## src/rtl/sps_pkg.sv

```systemverilog
package sps_pkg;
  typedef struct packed {
    logic captureWr;
    logic consumeRd;
    logic driveBus;
  } spsStrobe_t;

  typedef enum logic [1:0] {
    PEND_NONE = 2'd0,
    PEND_WR   = 2'd1,
    PEND_RD   = 2'd2
  } pendKind_e;
endpackage

```

## src/rtl/sps_sync.sv

```systemverilog
module sps_sync #(
  parameter int WIDTH = 2,
  parameter int STAGES = 2,
  parameter logic [WIDTH-1:0] RST_VAL = '0
) (
  input  logic             clk,
  input  logic             rst,
  input  logic [WIDTH-1:0] asyncIn,
  output logic [WIDTH-1:0] syncOut
);
  for (genvar b = 0; b < WIDTH; b++) begin : g_bit
    logic [STAGES-1:0] chain;
    always_ff @(posedge clk) begin
      if (rst) chain <= {STAGES{RST_VAL[b]}};
      else     chain <= {chain[STAGES-2:0], asyncIn[b]};
    end
    assign syncOut[b] = chain[STAGES-1];
  end
endmodule

```

## src/rtl/sps_ctrl.sv

```systemverilog
module sps_ctrl
  import sps_pkg::*;
#(
  parameter int MIN_HIGH = 4,
  parameter int SYNC_STAGES = 2
) (
  input  logic       clk,
  input  logic       rst,
  input  logic       csN,
  input  logic       rdWr,
  input  logic       wrPending,
  input  logic       rdOk,
  input  logic       errClr,
  output spsStrobe_t strobe,
  output logic       hsBusy,
  output logic       errFlag
);
  localparam int CW = $clog2(MIN_HIGH + 1);

  logic [1:0] syncOut;
  logic       csSync, rwSync, csPrev;
  logic       csFall, csRise;
  logic       dirRead, ignoreAcc, readyNow;
  logic [CW-1:0] cnt;
  pendKind_e  pend;

  sps_sync #(.WIDTH(2), .STAGES(SYNC_STAGES), .RST_VAL(2'b10)) sync_i (
    .clk(clk), .rst(rst), .asyncIn({csN, rdWr}), .syncOut(syncOut)
  );
  assign csSync = syncOut[1];
  assign rwSync = syncOut[0];

  assign csFall = csPrev & ~csSync;
  assign csRise = ~csPrev & csSync;

  always_comb begin
    case (pend)
      PEND_WR: readyNow = ~wrPending;
      PEND_RD: readyNow = rdOk;
      default: readyNow = 1'b1;
    endcase
  end

  always_ff @(posedge clk) begin
    if (rst) begin
      csPrev    <= 1'b1;
      dirRead   <= 1'b0;
      ignoreAcc <= 1'b0;
      errFlag   <= 1'b0;
      hsBusy    <= 1'b1;
      cnt       <= '0;
      pend      <= PEND_NONE;
    end else begin
      csPrev <= csSync;
      if (csFall) begin
        dirRead   <= rwSync;
        ignoreAcc <= hsBusy;
      end
      if (csFall && hsBusy) errFlag <= 1'b1;
      else if (errClr)      errFlag <= 1'b0;

      if (csRise && !ignoreAcc) begin
        hsBusy <= 1'b1;
        cnt    <= '0;
        pend   <= dirRead ? PEND_RD : PEND_WR;
      end else if (hsBusy) begin
        if (cnt < CW'(MIN_HIGH - 1)) cnt <= cnt + 1'b1;
        else if (readyNow) begin
          hsBusy <= 1'b0;
          pend   <= PEND_NONE;
        end
      end
    end
  end

  assign strobe.captureWr = csRise & ~ignoreAcc & ~dirRead;
  assign strobe.consumeRd = csRise & ~ignoreAcc & dirRead;
  assign strobe.driveBus  = rwSync;

  // Independent run-length counter of the handshake for the minimum check
  logic [CW-1:0] hiRun;
  always_ff @(posedge clk) begin
    if (rst)         hiRun <= '0;
    else if (hsBusy) hiRun <= (hiRun == CW'(MIN_HIGH)) ? hiRun : hiRun + 1'b1;
    else             hiRun <= '0;
  end


  hs_min_high_chk: assert property (@(posedge clk) disable iff (rst)
    $fell(hsBusy) |-> hiRun >= CW'(MIN_HIGH));


  hs_rise_chk: assert property (@(posedge clk) disable iff (rst)
    (csRise && !ignoreAcc) |=> hsBusy);


  busy_err_chk: assert property (@(posedge clk) disable iff (rst)
    (csFall && hsBusy) |=> errFlag);


  dir_hold_chk: assert property (@(posedge clk) disable iff (rst)
    (!csPrev && !csSync) |=> $stable(dirRead));
endmodule

```

## src/rtl/sps_dpath.sv

```systemverilog
module sps_dpath
  import sps_pkg::*;
#(
  parameter int W = 8,
  parameter int LEAD = 2
) (
  input  logic         clk,
  input  logic         rst,
  input  spsStrobe_t   strobe,
  input  logic [W-1:0] dataIn,
  input  logic         wrReady,
  input  logic [W-1:0] rdData,
  input  logic         rdValid,
  output logic [W-1:0] wrData,
  output logic         wrValid,
  output logic         rdReady,
  output logic [W-1:0] dataOut,
  output logic         dataOe,
  output logic         rdOk
);
  localparam int AW = $clog2(LEAD + 1);

  logic          rdFull;
  logic [AW-1:0] age;

  always_ff @(posedge clk) begin
    if (rst) begin
      wrValid <= 1'b0;
      wrData  <= '0;
    end else if (strobe.captureWr) begin
      wrValid <= 1'b1;
      wrData  <= dataIn;
    end else if (wrReady) begin
      wrValid <= 1'b0;
    end
  end

  always_ff @(posedge clk) begin
    if (rst) begin
      rdFull  <= 1'b0;
      dataOut <= '0;
      age     <= '0;
    end else if (strobe.consumeRd) begin
      rdFull <= 1'b0;
    end else if (rdValid && !rdFull) begin
      rdFull  <= 1'b1;
      dataOut <= rdData;
      age     <= '0;
    end else if (rdFull && age < AW'(LEAD)) begin
      age <= age + 1'b1;
    end
  end

  always_ff @(posedge clk) begin
    if (rst) dataOe <= 1'b0;
    else     dataOe <= strobe.driveBus;
  end

  assign rdReady = ~rdFull;
  assign rdOk    = rdFull & (age >= AW'(LEAD));


  wr_hold_chk: assert property (@(posedge clk) disable iff (rst)
    (wrValid && !wrReady && !strobe.captureWr) |=> (wrValid && $stable(wrData)));


  rd_stable_chk: assert property (@(posedge clk) disable iff (rst)
    (rdFull && !strobe.consumeRd) |=> $stable(dataOut));


  oe_on_chk: assert property (@(posedge clk) disable iff (rst)
    strobe.driveBus |=> dataOe);


  oe_off_chk: assert property (@(posedge clk) disable iff (rst)
    !strobe.driveBus |=> !dataOe);
endmodule

```

## src/rtl/cs_slave_port.sv

```systemverilog
module cs_slave_port
  import sps_pkg::*;
#(
  parameter int W = 8,
  parameter int MIN_HIGH = 4,
  parameter int LEAD = 2,
  parameter int SYNC_STAGES = 2
) (
  input  logic         clk,
  input  logic         rst,
  input  logic         csN,
  input  logic         rdWr,
  input  logic [W-1:0] dataIn,
  output logic [W-1:0] dataOut,
  output logic         dataOe,
  output logic         hsBusy,
  output logic [W-1:0] wrData,
  output logic         wrValid,
  input  logic         wrReady,
  input  logic [W-1:0] rdData,
  input  logic         rdValid,
  output logic         rdReady,
  output logic         errFlag,
  input  logic         errClr
);
  spsStrobe_t strobe;
  logic       rdOk;

  sps_ctrl #(.MIN_HIGH(MIN_HIGH), .SYNC_STAGES(SYNC_STAGES)) ctrl_i (
    .clk(clk), .rst(rst), .csN(csN), .rdWr(rdWr),
    .wrPending(wrValid), .rdOk(rdOk), .errClr(errClr),
    .strobe(strobe), .hsBusy(hsBusy), .errFlag(errFlag)
  );

  sps_dpath #(.W(W), .LEAD(LEAD)) dpath_i (
    .clk(clk), .rst(rst), .strobe(strobe), .dataIn(dataIn),
    .wrReady(wrReady), .rdData(rdData), .rdValid(rdValid),
    .wrData(wrData), .wrValid(wrValid), .rdReady(rdReady),
    .dataOut(dataOut), .dataOe(dataOe), .rdOk(rdOk)
  );
endmodule

```

## config.mk

```make
export PLATFORM = sky130hd
export DESIGN_NAME = cs_slave_port
export DESIGN_NICKNAME = d
export VERILOG_FILES = /design/src/rtl/sps_pkg.sv /design/src/rtl/sps_sync.sv /design/src/rtl/sps_ctrl.sv /design/src/rtl/sps_dpath.sv /design/src/rtl/cs_slave_port.sv
export SDC_FILE = /design/constraint.sdc
export NUM_CORES = 1
export LEC_CHECK = 0
export ABC_CLOCK_PERIOD_IN_PS = 1200
export BUFFER_PORTS_ARGS = -buffer_cell sky130_fd_sc_hd__buf_2
export CAP_MARGIN = 0
export CORE_ASPECT_RATIO = 0.75
export CORE_MARGIN = 5
export CORE_UTILIZATION = 47
export CTS_BUF_LIST = sky130_fd_sc_hd__clkbuf_8
export CTS_CLUSTER_SIZE = 14
export DETAILED_ROUTE_END_ITERATION = 16
export GPL_TIMING_DRIVEN = 0
export MAX_ROUTING_LAYER = met4
export PLACE_DENSITY = 0.8
export SYNTH_ARGS = -nofsm -noshare
export SYNTH_HDL_FRONTEND = slang
export SYNTH_SLANG_ARGS = --single-unit
```

## constraint.sdc

```tcl
create_clock -name clk -period 1.2 [get_ports clk]
set_input_delay 0.12 -clock clk [delete_from_list [all_inputs] [get_ports clk]]
set_output_delay 0.12 -clock clk [all_outputs]
set_load 0.05 [all_outputs]
```

==> metrics.log, run 1 <==
INFO  metric max_cap_violations = 0
INFO  metric dr_total_vias = 1313
INFO  metric max_slew_margin = 67.8%
INFO  metric grt_pass1_wl = 6040 um
INFO  metric synth.cell_area = 1450 sq um
INFO  metric p_comb_share = 19.6%
INFO  metric worst_skew_late_latency = 0.29 ns
INFO  metric antenna_found_initial = 0
INFO  metric synthesis_to_finish_area_growth = 42.7%
INFO  metric finalInstanceArea = 2070 sq um
INFO  metric clk_pin_slew_worst_paths = 0.07 ns
INFO  metric fmaxAchievable = 715 MHz
INFO  metric finalSetupViolations = 21
INFO  metric power_share_of_the_sequential_group = 47.4%
INFO  metric floorplan.initialDensity = 49.0%
INFO  metric hold_viol = 0
INFO  metric status = complete, but fails checks
INFO  metric dpl-instance-area = 1730 sq um
INFO  metric synth_edf_count = 0
INFO  metric synthesis.nets = 177
INFO  metric switching_share = 29.4%
INFO  metric failed_checks = negative setup slack
INFO  metric grt_overflow_total = 0
INFO  metric fillers = 206
INFO  metric synth_seq_cells = 35
INFO  metric synth_seq_area_share = 48.4%
INFO  metric port_buffers = 43
INFO  metric worst_ep_arrival_time = 1.58 ns
INFO  metric numClockSinks = 35
INFO  metric synthDistinctLibCells = 33
INFO  metric most_frequent_cell_on_critical_path = inv_2
INFO  metric hpwl = 2320 um
INFO  metric placeableCoreArea = 2960 sq um
INFO  metric cp_cell_instances = inv_2 > ha_4 > inv_2 > a311o_1 > a32o_1
INFO  metric cts_made_buffers = 5
INFO  metric routed_wl = 4110 um
INFO  metric synth_top_cell_by_area = dfxtp_1
INFO  metric final_max_slew_viol_count = 0
INFO  metric final.min_clock_period = 1.40 ns
INFO  metric path_class = reg -> reg
INFO  metric detail_route.wl_per_cell = 16.6 um
INFO  metric endpoint_kind = flip-flop
INFO  metric total_power = 2.80 mW
INFO  metric synthesis.area_per_instance = 9.65 sq um
INFO  metric row_count = 17
INFO  metric cts_tree = yes
INFO  metric internal_power_consumption = 1.98 mW
INFO  metric ant_nets = 0
INFO  metric floorplan.die.height = 58.1 um
INFO  metric crit_family = compound AO/OA/AOI/OAI gates
INFO  metric min_path_type = in -> reg
INFO  metric power_density = 1360 nW/um^2
INFO  metric cp_data_required_time = 1.38 ns
INFO  metric drt-initial-drc-count = 80
INFO  metric drive_above_1_share = 51.7%
INFO  metric path_max_fanout = 3
INFO  metric synth.area.top_cells = dfxtp_1, nand2b_1, mux2i_1, a21oi_1, nand2_1
INFO  metric max-vdd-ir-drop = 725 uV
INFO  metric post_layout_nets = 235
INFO  metric footprint_of_the_multi_input_gates = 836 sq um
INFO  metric ioPinCount = 44
INFO  metric timing.critical_path.slowest_cell_delay = 0.37 ns
INFO  metric gp_congestion = 0.681
INFO  metric tightestPinTransition = 0.483 ns
INFO  metric remaining_drc_errors = 0
INFO  metric drt-vias-per-instance = 5.32
INFO  metric postSynth.topFlopCell = dfxtp_1
INFO  metric htreeDepth = 2
INFO  metric timing.critical_path.from_type = flip-flop
INFO  metric clockRootBuffer = clkbuf_8
INFO  metric clock_skew = 0.00466 ns
INFO  metric drt_pre_antenna_iters = 5
INFO  metric antenna-diode-count = 0
INFO  metric final-seq-area = 728 sq um
INFO  metric min_period_over_period = 117%
INFO  metric synthesis.yosys.warnings = 0
INFO  metric leakage = 0.889 nW
INFO  metric hold_buffer_count_at_cts = 0
INFO  metric clock_network_power_share = 33.0%
INFO  metric yosysTopAreaCellShare = 48.4%
INFO  metric fp.dieArea = 4300 sq um
INFO  metric critPathSlowestCell = dfxtp_4
INFO  metric synthCells = 150
INFO  metric setup_slack = -0.199 ns
INFO  metric rsz0062_at_grt = yes
INFO  metric via_count_of_the_first_global_routing_pass = 1296
INFO  metric p_switching = 0.823 mW
INFO  metric grt_max_degree = 11
INFO  metric clk_path_buf_depth = 2
INFO  metric synthArstFlopShare = 0%
INFO  metric chipWidth = 74.1 um
INFO  metric worstPathBufferInverterCount = 2
INFO  metric grt.total_usage = 19.2%
-- synthesized netlist by cell type (2+ instances only) --
cell type	count
mux2i_1	10
nor2_1	6
clkbuf_1	4
o21ai_0	4
ha_1	4
dfxtp_1	35
a31oi_1	3
inv_1	7
nand2b_1	19
a21oi_1	12
nand3_1	2
or2_2	3
nor3_1	2
nand2_1	16
or3_1	2
nor2b_1	4
-- final timing paths --
path	start	end	slack (ns)	cells past startpoint
worst max-delay path	ctrl_i.pend[0]	ctrl_i.pend[1]	-0.20	5
worst min-delay path	csN	ctrl_i.sync_i.g_bit[1].chain[0]	0.01	2
worst max register to register	ctrl_i.pend[0]	ctrl_i.pend[1]	-0.20	5
worst min register to register	ctrl_i.sync_i.g_bit[1].chain[0]	ctrl_i.sync_i.g_bit[1].chain[1]	0.41	1
-- power groups by stage --
stage	Combinational [mW]	Sequential, mW	Clock (mW)
floorplan	0.234	1.46	0
global placement	0.458	1.34	0
detailed placement	0.487	1.35	0
CTS	0.518	1.33	0.922
global route	0.595	1.34	0.979
finish	0.549	1.33	0.923
-- metrics by stage --
step,TNS (ns),cells,util (%),setup slack [ns],hold WS (ns)
after floorplan,-0.799,150,-,-0.156,0.221
after global placement,-1.48,231,58.4,-0.128,0.302
after detailed placement,-2.56,231,58.4,-0.160,0.308
after CTS,-1.94,246,66.9,-0.162,0.0135
after global routing,-2.81,247,69.9,-0.234,0.0278
final,-1.87,247,69.9,-0.199,0.0144
-- registers in the layout, summed over array words and instances (netlist names), 2 cells and up --
name / count
ctrl_i.pend: 2
dpath_i.age: 2
ctrl_i.cnt: 3
ctrl_i.sync_i.g_bit.chain: 4
dpath_i.wrData: 8
dpath_i.dataOut: 8
-- cell usage in the layout (no fill, tap or decap), types with 2 or more instances in the layout --
master    synthesis  final
mux2i_1          10      9
nand2_4           0      5
clkbuf_8          0      7
ha_4              0      3
dfxtp_2           0      4
nor3_1            2      2
dfxtp_4           0      6
nor2b_1           4      4
clkbuf_1          4      3
nand2b_1         19     18
nand3_1           2      2
a21oi_1          12      4
buf_4             0      6
buf_2             1     42
buf_6             1      3
inv_1             7      5
inv_2             0      3
nand2_1          16      8
nand2_2           0      3
o21ai_0           4      4
nor2_1            6      6
a21oi_2           1      9
dfxtp_1          35     25
a31oi_1           3      3
or2_2             3      3
-- metal layers --
metal	track usage (%)	part of all wire, %
met1	21.0	40
met2	31.9	50
met3	5.03	6.5
met4	9.82	3.5
met5	-	0
-- cells by family after synthesis --
logic type / after synthesis / synth area share, %
and+or+nand+nor: 62 / 25.9
DFF: 35 / 48.4
AOI/OAI and AO/OA: 26 / 11.3
buffers and inverters: 13 / 3.98
muxes: 10 / 6.91
adders and majority gates: 4 / 3.46
-- cell type report --
class                           instances  area share (%)
Clock inverter                          1           0.182
Timing Repair Buffer                   51            13.8
Buffer                                  6            2.06
Tap cell                               38            2.30
Inverter                                7            1.27
Clock buffer                            7            4.66
Multi-Input combinational cell        102            40.5
Sequential cell                        35            35.3
-- what timing repair did --
item | in CTS | in global routing
setup endpoints to repair | 21 | 26
buffers inserted | 6 | 1
pin swaps | 19 | 3
gates cloned | 1 | 0
hold endpoints to repair | 0 | 0
gates resized for setup | 28 | 22
No activity file was read; power rests on OpenSTA's default activity.
==> run 2: changes to the inputs <==
Settings changed: CORE_MARGIN 5 to default, CTS_CLUSTER_DIAMETER from default to 80.
==> run 2 against run 1 <==
The flow still finishes with violations (negative setup slack). Global-route usage is 5.3 points higher. Clock skew up 0.0053 ns. Sequential cell count is the same.
==> metrics.log, run 2 (synthesis results as in run 1) <==
INFO  metric hpwl = 2290 um (was 2320 um)
INFO  metric grt_max_degree = 11 (unchanged)
INFO  metric min_path_type = in -> reg (unchanged)
INFO  metric path_max_fanout = 3 (unchanged)
INFO  metric internal_power_consumption = 1.84 mW (was 1.98 mW)
INFO  metric final_max_slew_viol_count = 0 (unchanged)
INFO  metric grt_overflow_total = 0 (unchanged)
INFO  metric timing.critical_path.from_type = flip-flop (unchanged)
INFO  metric clockRootBuffer = clkbuf_8 (unchanged)
INFO  metric setup_slack = -0.158 ns (was -0.199 ns)
INFO  metric grt.total_usage = 24.5% (was 19.2%)
INFO  metric max-vdd-ir-drop = 831 uV (was 725 uV)
INFO  metric numClockSinks = 35 (unchanged)
INFO  metric hold_buffer_count_at_cts = 0 (unchanged)
INFO  metric worst_skew_late_latency = 0.29 ns (about the same)
INFO  metric clock_network_power_share = 29.5% (was 33.0%)
INFO  metric antenna_found_initial = 0 (unchanged)
INFO  metric synthesis_to_finish_area_growth = 39.1% (was 42.7%)
INFO  metric floorplan.die.height = 50.1 um (was 58.1 um)
INFO  metric via_count_of_the_first_global_routing_pass = 1263 (was 1296)
INFO  metric total_power = 2.65 mW (was 2.80 mW)
INFO  metric status = complete, but fails checks (unchanged)
INFO  metric r2r_cells = 5 (unchanged)
INFO  metric gp_congestion = 0.724 (was 0.681)
INFO  metric final_std_cells_w_o_fill = 248 (was 247)
INFO  metric ant_nets = 0 (unchanged)
INFO  metric port_buffers = 43 (unchanged)
INFO  metric crit-reg2reg-launch = ctrl_i.pend[0] (unchanged)
INFO  metric setup_total_negative_slack = -2.11 ns (was -1.87 ns)
INFO  metric rsz0062_at_grt = yes (unchanged)
INFO  metric leakage = 0.886 nW (was 0.889 nW)
INFO  metric placeableCoreArea = 2940 sq um (was 2960 sq um)
INFO  metric detail_route.wl_per_cell = 15.7 um (was 16.6 um)
INFO  metric row_count = 17 (unchanged)
INFO  metric fin_hold_ws = 0.0198 ns (was 0.0144 ns)
INFO  metric finalInstanceArea = 2010 sq um (was 2070 sq um)
INFO  metric cp_data_required_time = 1.37 ns (was 1.38 ns)
INFO  metric clk_path_buf_depth = 2 (unchanged)
INFO  metric max_cap_violations = 0 (unchanged)
INFO  metric grt_pass1_wl = 5730 um (was 6040 um)
INFO  metric fp.dieArea = 3310 sq um (was 4300 sq um)
INFO  metric clock_skew = 0.00997 ns (was 0.00466 ns)
INFO  metric antenna-diode-count = 0 (unchanged)
INFO  metric floorplan.initialDensity = 49.3% (was 49.0%)
INFO  metric endpoint_kind = flip-flop (unchanged)
INFO  metric finalSetupViolations = 22 (was 21)
INFO  metric max_slew_margin = 57.5% (was 67.8%)
INFO  metric path_class = reg -> reg (unchanged)
INFO  metric cts_made_buffers = 5 (unchanged)
INFO  metric clk_pin_slew_worst_paths = 0.07 ns (about the same)
INFO  metric hold_viol = 0 (unchanged)
INFO  metric fmaxAchievable = 737 MHz (was 715 MHz)
INFO  metric dr_total_vias = 1307 (was 1313)
INFO  metric pre_cts_ws = -0.190 ns (was -0.160 ns)
INFO  metric chipWidth = 66.1 um (was 74.1 um)
INFO  metric biggestRegsByFlops = dpath_i.dataOut: 8 flops, dpath_i.wrData: 8 flops, ctrl_i.sync_i.g_bit.chain: 4 flops (unchanged)
INFO  metric ff2ff_setup_slack = -0.16 ns (was -0.20 ns)
INFO  metric drt_pre_antenna_iters = 4 (was 5)
INFO  metric leading_cell_types_in_the_layout_fill_and_taps_excluded = buf_2, dfxtp_1, nand2b_1 (unchanged)
INFO  metric drt-vias-per-instance = 5.27 (was 5.32)
INFO  metric most_common_cell_after_layout_fill_and_taps_aside = buf_2 (unchanged)
INFO  metric min_path_cells = 2 (unchanged)
INFO  metric ioPinCount = 44 (unchanged)
INFO  metric worst_ep_arrival_time = 1.53 ns (was 1.58 ns)
INFO  metric p_comb_share = 20.3% (was 19.6%)
INFO  metric timing.critical_path.from = ctrl_i.pend[0] (unchanged)
INFO  metric post_layout_nets = 236 (was 235)
INFO  metric remaining_drc_errors = 0 (unchanged)
INFO  metric p_switching = 0.812 mW (was 0.823 mW)
INFO  metric switching_share = 30.6% (was 29.4%)
INFO  metric htreeDepth = 2 (unchanged)
INFO  metric cts_tree = yes (unchanged)
INFO  metric hold_end = ctrl_i.sync_i.g_bit[1].chain[0] (unchanged)
INFO  metric power_density = 1320 nW/um^2 (was 1360 nW/um^2)
INFO  metric failed_checks = negative setup slack (unchanged)
INFO  metric min_period_over_period = 113% (was 117%)
INFO  metric drt-initial-drc-count = 79 (was 80)
INFO  metric dpl.cell_count = 231 (unchanged)
INFO  metric final_core_util = 68.6% (was 69.9%)
INFO  metric dpl-instance-area = 1730 sq um (unchanged)
INFO  metric final.min_clock_period = 1.36 ns (was 1.40 ns)
INFO  metric routed_wl = 3900 um (was 4110 um)
INFO  metric hold_path.startpoint = csN (unchanged)
INFO  metric tightestPinTransition = 0.637 ns (was 0.483 ns)
INFO  metric drive_above_1_share = 48.6% (was 51.7%)
INFO  metric power_share_of_the_sequential_group = 50.2% (was 47.4%)
INFO  metric r2r-end = ctrl_i.pend[1] (unchanged)
-- run 2: cell types whose count changed in the layout (fill, tap and decap cells not counted), sizes merged --
cell,before,now
clkbuf,12,9
buf,52,54
inv,8,10
-- run 2: power groups by stage --
stage	sequential (mW)	combinational (mW)	clock, mW
finish	1.33	0.539	0.782
floorplan	1.46	0.234	0
CTS	1.33	0.513	0.797
global route	1.34	0.582	0.847
global placement	1.34	0.456	0
detailed placement	1.36	0.491	0
-- run 2: how the worst max path moves through the flow --
| stage | cells after the start | end | slack [ns] |
|---|---|---|---|
| after detailed placement | 5 | ctrl_i.pend[1] | -0.19 |
| after CTS | 5 | ctrl_i.pend[1] | -0.15 |
| final | 5 | ctrl_i.pend[1] | -0.16 |
| after global routing | 5 | dpath_i.wrData[4] | -0.21 |
| after global placement | 5 | ctrl_i.pend[1] | -0.13 |
| after floorplan | 3 | dpath_i.age[0] | -0.16 |
-- run 2: area by class of cell --
type	instances	area, sq um
fillers	211	922
plain buffers	6	41.3
multi-input cells	102	805
clock inverters	3	11.3
flip-flops and latches	35	727
inverters	7	26.3
repair buffers	52	287
well taps	38	47.5
clock buffers	5	68.8
-- run 2: worst max-delay path: stages (launching register included) --
cell and delay [ns]:
dfxtp_2 0.36, inv_2 0.05, ha_4 0.25, inv_2 0.03, a311o_1 0.32, a32o_1 0.23
-- run 2: metal layers --
layer | track usage (%) | share of wire (%)
met3 | 5.79 | 3.3
met4 | 12.1 | 3.5
met2 | 42.7 | 53
met1 | 25.7 | 40
met5 | - | 0
-- run 2: timing repair --
item,CTS,global route
cloned,1,1
pin swaps,18,9
gates resized for setup,27,16
endpoints found under the setup margin,22,25
buffers inserted,4,3
==> run 3: changes to the inputs <==
Settings changed: CORE_UTILIZATION 47 to 40, PLACE_DENSITY 0.8 to 0.7, REMOVE_ABC_BUFFERS from default to 1, SLEW_MARGIN from default to 5.
==> run 3 against run 2 <==
The flow still finishes with violations (negative setup slack). Sequential power hardly changed. Combinational power is 3% lower. Clock power is 19% higher. Via count is 7.3% lower. Cell count is 2.0% lower. Critical path type unchanged.
==> metrics.log, run 3 (synthesis results as in run 1) <==
INFO  metric path_class = reg -> reg (unchanged)
INFO  metric min_path_type = in -> reg (unchanged)
INFO  metric cts_made_buffers = 5 (unchanged)
INFO  metric floorplan.initialDensity = 42.9% (was 49.3%)
INFO  metric drt-initial-drc-count = 31 (was 79)
INFO  metric biggestRegsByFlops = dpath_i.dataOut: 8 flops, dpath_i.wrData: 8 flops, ctrl_i.sync_i.g_bit.chain: 4 flops (unchanged)
INFO  metric final_core_util = 58.4% (was 68.6%)
INFO  metric finalInstanceArea = 1970 sq um (was 2010 sq um)
INFO  metric fp.dieArea = 3870 sq um (was 3310 sq um)
INFO  metric final_std_cells_w_o_fill = 243 (was 248)
INFO  metric numClockSinks = 35 (unchanged)
INFO  metric clk_path_buf_depth = 2 (unchanged)
INFO  metric synthesis_to_finish_area_growth = 36.4% (was 39.1%)
INFO  metric tightestPinTransition = 0.709 ns (was 0.637 ns)
INFO  metric endpoint_kind = flip-flop (unchanged)
INFO  metric floorplan.die.height = 54.1 um (was 50.1 um)
INFO  metric finalSetupViolations = 19 (was 22)
INFO  metric max-vdd-ir-drop = 747 uV (was 831 uV)
INFO  metric hpwl = 2040 um (was 2290 um)
INFO  metric leakage = 0.858 nW (was 0.886 nW)
INFO  metric placeableCoreArea = 3380 sq um (was 2940 sq um)
INFO  metric antenna-diode-count = 0 (unchanged)
INFO  metric routed_wl = 3270 um (was 3900 um)
INFO  metric drt-vias-per-instance = 4.98 (was 5.27)
INFO  metric setup_slack = -0.147 ns (was -0.158 ns)
INFO  metric min_period_over_period = 112% (was 113%)
INFO  metric final_max_slew_viol_count = 0 (unchanged)
INFO  metric port_buffers = 43 (unchanged)
INFO  metric worst_ep_arrival_time = 1.53 ns (about the same)
INFO  metric pre_cts_ws = -0.454 ns (was -0.190 ns)
INFO  metric gp_congestion = 0.707 (was 0.724)
INFO  metric via_count_of_the_first_global_routing_pass = 1214 (was 1263)
INFO  metric detail_route.wl_per_cell = 13.4 um (was 15.7 um)
INFO  metric grt_overflow_total = 0 (unchanged)
INFO  metric htreeDepth = 2 (unchanged)
INFO  metric dpl.cell_count = 227 (was 231)
INFO  metric ioPinCount = 44 (unchanged)
INFO  metric setup_total_negative_slack = -1.20 ns (was -2.11 ns)
INFO  metric post_layout_nets = 229 (was 236)
INFO  metric fmaxAchievable = 742 MHz (was 737 MHz)
INFO  metric leading_cell_types_in_the_layout_fill_and_taps_excluded = buf_2, dfxtp_1, nand2b_1 (unchanged)
INFO  metric grt.total_usage = 19.3% (was 24.5%)
INFO  metric clk_pin_slew_worst_paths = 0.07 ns (about the same)
INFO  metric dr_total_vias = 1211 (was 1307)
INFO  metric timing.critical_path.from_type = flip-flop (unchanged)
INFO  metric dpl-instance-area = 1690 sq um (was 1730 sq um)
INFO  metric final.min_clock_period = 1.35 ns (was 1.36 ns)
INFO  metric remaining_drc_errors = 0 (unchanged)
INFO  metric max_slew_margin = 52.8% (was 57.5%)
INFO  metric path_max_fanout = 3 (unchanged)
INFO  metric hold_buffer_count_at_cts = 0 (unchanged)
INFO  metric power_density = 1410 nW/um^2 (was 1320 nW/um^2)
INFO  metric most_common_cell_after_layout_fill_and_taps_aside = buf_2 (unchanged)
INFO  metric hold_viol = 0 (unchanged)
INFO  metric rsz0062_at_grt = yes (unchanged)
INFO  metric failed_checks = negative setup slack (unchanged)
INFO  metric cp_data_required_time = 1.38 ns (was 1.37 ns)
INFO  metric drive_above_1_share = 47.3% (was 48.6%)
INFO  metric clockRootBuffer = clkbuf_8 (unchanged)
INFO  metric ant_nets = 0 (unchanged)
INFO  metric row_count = 18 (was 17)
INFO  metric clock_skew = 0.00500 ns (was 0.00997 ns)
INFO  metric cts_tree = yes (unchanged)
INFO  metric drt_pre_antenna_iters = 4 (unchanged)
INFO  metric grt_pass1_wl = 5350 um (was 5730 um)
INFO  metric status = complete, but fails checks (unchanged)
INFO  metric fin_hold_ws = 0.0151 ns (was 0.0198 ns)
INFO  metric antenna_found_initial = 0 (unchanged)
INFO  metric worst_skew_late_latency = 0.29 ns (about the same)
INFO  metric grt_max_degree = 42 (was 11)
INFO  metric max_cap_violations = 0 (unchanged)
INFO  metric total_power = 2.79 mW (was 2.65 mW)
INFO  metric chipWidth = 71.5 um (was 66.1 um)
-- run 3: cell count changes in the layout (fill, tap and decap cells not counted), sizes merged --
cell    previous run  this run
buf               54        50
clkbuf             9         7
inv               10         8
or4b               1         2
-- run 3: final timing paths --
kind | from | to | slack [ns] | depth (start not counted)
worst max-delay path | ctrl_i.pend[0] | ctrl_i.pend[1] | -0.15 | 5
worst min-delay path | csN | ctrl_i.sync_i.g_bit[1].chain[0] | 0.02 | 2
worst max register to register | ctrl_i.pend[0] | ctrl_i.pend[1] | -0.15 | 5
worst min register to register | ctrl_i.sync_i.g_bit[1].chain[0] | ctrl_i.sync_i.g_bit[1].chain[1] | 0.41 | 1
-- run 3: layout make-up --
class / instances / area [sq um]
Clock buffer: 7 / 96.3
Clock inverter: 1 / 3.75
Fill cell: 286 / 1400
Inverter: 7 / 26.3
Multi-Input combinational cell: 103 / 787
Sequential cell: 35 / 723
Tap cell: 40 / 50.0
Timing Repair Buffer: 50 / 288
-- run 3: report_power, final --
part / internal [mW] / leakage, nW / total [mW] / switching (mW)
combinational: 0.208 / 0.513 / 0.524 / 0.315
sequential: 1.24 / 0.289 / 1.33 / 0.0882
clock: 0.515 / 0.0557 / 0.929 / 0.414
total: 1.97 / 0.858 / 2.79 / 0.818
-- run 3: metal layers --
| layer | track usage (%) | wire length (um) | vias up |
|---|---|---|---|
| li1 | - | - | 613 |
| met1 | 21.9 | 1510 | 556 |
| met2 | 33.2 | 1550 | 32 |
| met3 | 4.49 | 108 | 10 |
| met4 | 8.82 | 90 | 0 |
| met5 | - | 0 | - |
-- run 3: worst max-delay path, stage by stage, from the launching register on --
cell     delay [ns]
dfxtp_2        0.35
inv_2          0.05
ha_4           0.26
inv_2          0.03
a311o_1        0.32
a32o_1         0.23
-- run 3: timing repair --
| item | in CTS | in global routing |
|---|---|---|
| cloned | 1 | 0 |
| setup buffers | 3 | 4 |
| pin swaps | 16 | 8 |
| resized for setup | 22 | 14 |
| setup endpoints to repair | 21 | 23 |
